File: src/rtl/led_pwm_pkg.sv
package led_pwm_pkg;
  localparam int LVL_W = 8;
  localparam int GCC_W = 6;

  typedef enum logic [1:0] {SRC_PWM, SRC_PAT, SRC_CUR} src_e;

  function automatic src_e decode_src(input logic [1:0] m, input logic grp);
    if (grp) return SRC_PAT;
    case (m)
      2'b00:   return SRC_PWM;
      2'b01:   return SRC_PAT;
      default: return SRC_CUR;
    endcase
  endfunction
endpackage

File: src/rtl/led_pwm_timebase.sv
module led_pwm_timebase #(
  parameter int DUTY_W = 12,
  parameter int FRAC_W = 4
) (
  input  logic              clk_i,
  input  logic              rst_ni,
  input  logic [1:0]        rate_sel_i,
  input  logic              force_low_i,
  input  logic              master_i,
  input  logic              sync_i,
  output logic [DUTY_W-1:0] cnt_o,
  output logic              hyb_o,
  output logic              start_o,
  output logic              load_o
);
  localparam int CW = DUTY_W - FRAC_W;

  logic [DUTY_W-1:0] cnt_q, cnt_d;
  logic              pre_q, pre_d;
  logic              dbl, restart;

  assign hyb_o   = rate_sel_i[1] & ~force_low_i;
  assign dbl     = (rate_sel_i == 2'b01) & ~force_low_i;
  assign restart = ~master_i & sync_i;

  always_comb begin
    cnt_d = cnt_q;
    pre_d = 1'b0;
    if (restart) begin
      cnt_d = '0;
    end else if (hyb_o || dbl) begin
      cnt_d = cnt_q + 1'b1;
    end else begin
      pre_d = ~pre_q;
      if (pre_q) cnt_d = cnt_q + 1'b1;
    end
  end

  assign start_o = hyb_o ? (cnt_q[CW-1:0] == '0) : ((cnt_q == '0) && !pre_q);
  assign load_o  = hyb_o ? (cnt_d[CW-1:0] == '0) : ((cnt_d == '0) && !pre_d);

  always_ff @(posedge clk_i or negedge rst_ni) begin
    if (!rst_ni) begin
      cnt_q <= '0;
      pre_q <= 1'b0;
    end else begin
      cnt_q <= cnt_d;
      pre_q <= pre_d;
    end
  end

  assign cnt_o = cnt_q;
endmodule

File: src/rtl/led_pwm_chan.sv
module led_pwm_chan
  import led_pwm_pkg::*;
#(
  parameter int DUTY_W = 12,
  parameter int FRAC_W = 4
) (
  input  logic              clk_i,
  input  logic              rst_ni,
  input  logic [DUTY_W-1:0] cnt_i,
  input  logic              hyb_i,
  input  logic              load_i,
  input  logic              active_i,
  input  logic              grp_i,
  input  logic [1:0]        mode_i,
  input  logic [DUTY_W-1:0] duty_i,
  input  logic [LVL_W-1:0]  cl_i,
  input  logic [GCC_W-1:0]  gcc_i,
  input  logic [LVL_W-1:0]  pat_i,
  output logic              gate_o,
  output logic [LVL_W-1:0]  level_o
);
  localparam int CW = DUTY_W - FRAC_W;

  logic [DUTY_W-1:0]        duty_q;
  logic [CW:0]              coarse_lim;
  logic                     extra, pwm_on, src_on;
  logic [LVL_W+GCC_W-1:0]   prod;
  logic [LVL_W-1:0]         lvl;
  src_e                     src;

  always_ff @(posedge clk_i or negedge rst_ni) begin
    if (!rst_ni)     duty_q <= '0;
    else if (load_i) duty_q <= duty_i;
  end

  // dither: one extra coarse count in the first frac periods of each frame
  assign extra      = cnt_i[DUTY_W-1:CW] < duty_q[FRAC_W-1:0];
  assign coarse_lim = {1'b0, duty_q[DUTY_W-1:FRAC_W]} + {{CW{1'b0}}, extra};
  assign pwm_on     = hyb_i ? ({1'b0, cnt_i[CW-1:0]} < coarse_lim) : (cnt_i < duty_q);

  assign prod = gcc_i * cl_i;
  assign src  = decode_src(mode_i, grp_i);

  always_comb begin
    case (src)
      SRC_PWM: begin src_on = pwm_on; lvl = prod[LVL_W+GCC_W-1:GCC_W]; end
      SRC_PAT: begin src_on = 1'b1;   lvl = pat_i; end
      default: begin src_on = 1'b1;   lvl = prod[LVL_W+GCC_W-1:GCC_W]; end
    endcase
  end

  assign gate_o  = active_i & src_on;
  assign level_o = active_i ? lvl : '0;
endmodule

File: src/rtl/led_pwm_array.sv
module led_pwm_array
  import led_pwm_pkg::*;
#(
  parameter int NUM_CH = 6,
  parameter int DUTY_W = 12,
  parameter int FRAC_W = 4
) (
  input  logic                     clk_i,
  input  logic                     rst_ni,
  input  logic                     run_i,
  input  logic                     group_pat_i,
  input  logic [1:0]               rate_sel_i,
  input  logic                     master_i,
  input  logic                     sync_i,
  output logic                     sync_o,
  input  logic [NUM_CH-1:0]        en_i,
  input  logic [2*NUM_CH-1:0]      mode_i,
  input  logic [DUTY_W*NUM_CH-1:0] duty_i,
  input  logic [LVL_W*NUM_CH-1:0]  cl_i,
  input  logic [GCC_W-1:0]         gcc_i,
  input  logic [LVL_W*NUM_CH-1:0]  pat_level_i,
  output logic [NUM_CH-1:0]        gate_o,
  output logic [LVL_W*NUM_CH-1:0]  level_o
);
  logic [DUTY_W-1:0] cnt;
  logic              hyb, period_start, load;
  logic [NUM_CH-1:0] pat_sel;
  logic              force_low;

  for (genvar c = 0; c < NUM_CH; c++) begin : g_sel
    assign pat_sel[c] = (mode_i[2*c +: 2] == 2'b01);
  end
  assign force_low = group_pat_i | (|pat_sel);

  led_pwm_timebase #(.DUTY_W(DUTY_W), .FRAC_W(FRAC_W)) u_tb (
    .clk_i(clk_i), .rst_ni(rst_ni), .rate_sel_i(rate_sel_i),
    .force_low_i(force_low), .master_i(master_i), .sync_i(sync_i),
    .cnt_o(cnt), .hyb_o(hyb), .start_o(period_start), .load_o(load)
  );

  assign sync_o = master_i & period_start;

  for (genvar c = 0; c < NUM_CH; c++) begin : g_ch
    led_pwm_chan #(.DUTY_W(DUTY_W), .FRAC_W(FRAC_W)) u_ch (
      .clk_i(clk_i), .rst_ni(rst_ni), .cnt_i(cnt), .hyb_i(hyb), .load_i(load),
      .active_i(run_i & en_i[c]), .grp_i(group_pat_i), .mode_i(mode_i[2*c +: 2]),
      .duty_i(duty_i[DUTY_W*c +: DUTY_W]), .cl_i(cl_i[LVL_W*c +: LVL_W]),
      .gcc_i(gcc_i), .pat_i(pat_level_i[LVL_W*c +: LVL_W]),
      .gate_o(gate_o[c]), .level_o(level_o[LVL_W*c +: LVL_W])
    );
  end
endmodule

File: config.mk
export PLATFORM = sky130hd
export DESIGN_NAME = led_pwm_array
export DESIGN_NICKNAME = d
export VERILOG_FILES = /design/src/rtl/led_pwm_pkg.sv /design/src/rtl/led_pwm_timebase.sv /design/src/rtl/led_pwm_chan.sv /design/src/rtl/led_pwm_array.sv
export SDC_FILE = /design/constraint.sdc
export NUM_CORES = 1
export LEC_CHECK = 0
export BUFFER_PORTS_ARGS = -buffer_cell sky130_fd_sc_hd__buf_2
export CAP_MARGIN = 20
export CORE_AREA = 3 3 201 203
export CTS_BUF_LIST = sky130_fd_sc_hd__clkbuf_4 sky130_fd_sc_hd__clkbuf_8
export CTS_CLUSTER_DIAMETER = 150
export DETAILED_ROUTE_END_ITERATION = 6
export DIE_AREA = 0 0 204 206
export SLEW_MARGIN = 10
export SYNTH_ARGS = -nofsm -noshare
export SYNTH_HDL_FRONTEND = slang
export SYNTH_SLANG_ARGS = --single-unit
export TNS_END_PERCENT = 100
File: constraint.sdc
create_clock -name clk_i -period 10.89 [get_ports clk_i]
set_clock_uncertainty 0.2 [all_clocks]
set_input_delay 1.089 -clock clk_i [delete_from_list [all_inputs] [get_ports clk_i]]
set_output_delay 1.089 -clock clk_i [all_outputs]
set_load 0.01 [all_outputs]
==> impl_metrics.ini <==
[power_and_ir_drop]
powerDensity_nw_per_um2 = 157
max-vdd-ir-drop_mv = 0.117
cellLeakagePower_nw = 9.66

[synthesis]
yosysMostFrequentCell = inv_1
async_flop_share_pct = 100
ys.flop_type = dfrtp_1
synth.distinct_cells = 66
synth_edf_count = 0
ys_warn_count = 0
synth_area_leaders = ha_1 20%, fa_1 18%, dfrtp_1 13%
netlist.area_leader.share_pct = 19.6
ys_ff_latch = 85
syn_nets = 2452
avgSynthCellArea_sq_um = 8.75
netlist_instances = 1854
synth_area_sq_um = 16200
ys_seq_area_share_pct = 13.1
yosysTopAreaCell = ha_1
ys_top_cells_by_count = 311 x inv_1, 254 x ha_1, 210 x and2_1, 166 x nand2_1, 144 x fa_1

[drt]
drc = 0
vias = 13151
first_pass_iters = 5
wl_um = 42200
wl_per_cell_um = 16.3
ant_nets = 0
drt_iter0_drc = 519
routed_via_density = 5.06

[timing]
drv_slew = 0
setup_viol = 0
post-route-period-util_pct = 66.5
slew_headroom_pct = 37.7
rsz0062_at_grt = false
finalCriticalPeriod_ns = 7.25
fmax_mhz = 138
worst_slew_pin_slew_ns = 0.934
hold_slack_ns = 0.313
finalHoldViolCount = 0
fin_tns_setup_ns = 0

[critical_path]
arrival_ns = 5.96
crit_required_ns = 9.60
path_class = input port to output pin
crit_path_end_kind = output pin
cp-start-kind = input port
cp_max_fo = 48

[die]
fp.dieArea_sq_um = 42000
num_rows = 72
die_y_um = 206
start_util_pct = 42.0
io_pins = 255
die-width_um = 204
coreArea_sq_um = 38600

[clock_tree]
cts_setup_buffers = 0
clk_latency_ns = 0.39
cts_tree = yes
hold_buffers = 0
cts_resized = 0
cts_max_path_buffers = 2
h-tree-depth = 3
clk_pin_slew_worst_paths_ns = 0.08
numCtsBuffers = 9
cts.sinks = 85
cts_root_buf = clkbuf_8

[finish]
area_delta_synth_final_pct = 11.8
final_cells = 2598
design_area_sq_um = 18100
drive_gt1_share_pct = 17.9
fill_cells = 3793
multi_input_area_sq_um = 12600
final_util_pct = 47.0
seq_area_sq_um = 2130
nNetsFinal = 2670

[placed_design]
placed_cell_area_sq_um = 17900
io_buffers = 254
placedCellCount = 2579
gp_congestion = 0.815
hpwl_um = 33600

[outcome]
status = complete, no violations

[job]
drv_cap = 0

[global_route]
grt_pass1_wl_um = 68900
globalRouteOverflowTotal = 0
grt_max_degree = 68
gr-usage-all-layers_pct = 20.3
grt_pass1_vias = 13606
antenna_found_initial = 2

[hold_path]
min_path_type = flip-flop to flip-flop
-- metrics by stage --
stage | setup slack, ns | power [mW]
4_1_cts | 3.66 | 2.88
2_1_floorplan | 4.35 | 2.16
6_report | 3.64 | 2.84
3_5_place_dp | 3.67 | 2.60
3_3_place_gp | 3.70 | 2.54
5_1_grt | 3.31 | 3.19
-- where the power goes --
group / internal, mW / switching (mW)
logic: 0.976 / 0.966
registers: 0.461 / 0.175
clock network: 0.138 / 0.128
total: 1.58 / 1.27
-- cell type report --
cell class,count,share of cell area [%]
Clock buffer,11,0.800
Multi-Input combinational cell,1402,69.6
Timing Repair Buffer,263,7.39
Clock inverter,5,0.462
Inverter,311,6.43
Antenna cell,3,0.0414
Sequential cell,85,11.7
Tap cell,518,3.57
-- path summary, 6_finish.rpt --
path                                        startpoint                      to  slack [ns]  depth (start not counted)
worst max-delay path                          gcc_i[4]             level_o[47]        3.64                         16
min in group asynchronous                       rst_ni  g_ch[4].u_ch.duty_q[1]        0.36                          1
worst max register to register           u_tb.cnt_o[1]  g_ch[2].u_ch.duty_q[6]        6.41                          9
worst min register to register  g_ch[4].u_ch.duty_q[1]  g_ch[4].u_ch.duty_q[1]        0.31                          1
worst min-delay path            g_ch[4].u_ch.duty_q[1]  g_ch[4].u_ch.duty_q[1]        0.31                          1
max in group asynchronous                       rst_ni  g_ch[3].u_ch.duty_q[7]        8.97                          2
-- flip-flops by register name, summed over array words and instances, names as in the netlist --
signal and cells:
u_tb.cnt_o 12, g_ch.u_ch.duty_q 72, u_tb.pre_q 1
-- per-layer routing --
metal	vias up	routed length (um)	global-route usage, %
li1	6493	-	-
met1	6373	18700	25.7
met2	249	21300	37.7
met3	36	1530	1.64
met4	0	709	4.64
met5	-	0	0
-- cell families (layout without fill, tap and decap cells) --
group           Yosys count  in the layout  synth area share [%]
simple gates            574            574                  18.5
fa+ha+maj               398            398                  37.3
buf+inv                 367            590                  9.08
compound gates          269            269                  10.9
xor+xnor                 88             88                  4.75
flops                    85             85                  13.1
mux                      73             73                  6.33
other cells               0              3                     0
-- layout by cell type, fill, tap and decap left out, types with 5 or more instances in the layout --
| master | count |
|---|---|
| buf_4 | 10 |
| a21boi_0 | 19 |
| nor2_1 | 67 |
| nor3_1 | 20 |
| fa_1 | 144 |
| o21ai_0 | 37 |
| dfrtp_1 | 85 |
| xor2_1 | 14 |
| xnor2_1 | 74 |
| o21a_1 | 31 |
| a211oi_1 | 26 |
| buf_2 | 253 |
| a31oi_1 | 9 |
| a41o_1 | 5 |
| mux2_4 | 55 |
| nor2b_1 | 14 |
| inv_1 | 311 |
| a21oi_1 | 84 |
| a21o_1 | 8 |
| nand2b_1 | 8 |
| o211ai_1 | 13 |
| o22ai_1 | 5 |
| and2_1 | 210 |
| ha_1 | 254 |
| and3_1 | 14 |
| clkbuf_8 | 10 |
| or2_2 | 11 |
| nand2_1 | 166 |
| nand3_1 | 32 |
| mux2_2 | 17 |
| nand4_1 | 11 |
-- worst max-delay path, cell delays in order --
cell	delay (ns)
buf_2	0.62
and2_1	0.26
fa_1	0.45
fa_1	0.54
inv_1	0.05
fa_1	0.53
inv_1	0.04
ha_1	0.33
a21o_1	0.17
a31oi_1	0.31
o21ai_0	0.26
o41ai_1	0.48
o21bai_1	0.13
xor2_1	0.21
a211oi_1	0.25
buf_2	0.17
(Power assumes the default switching activity.)
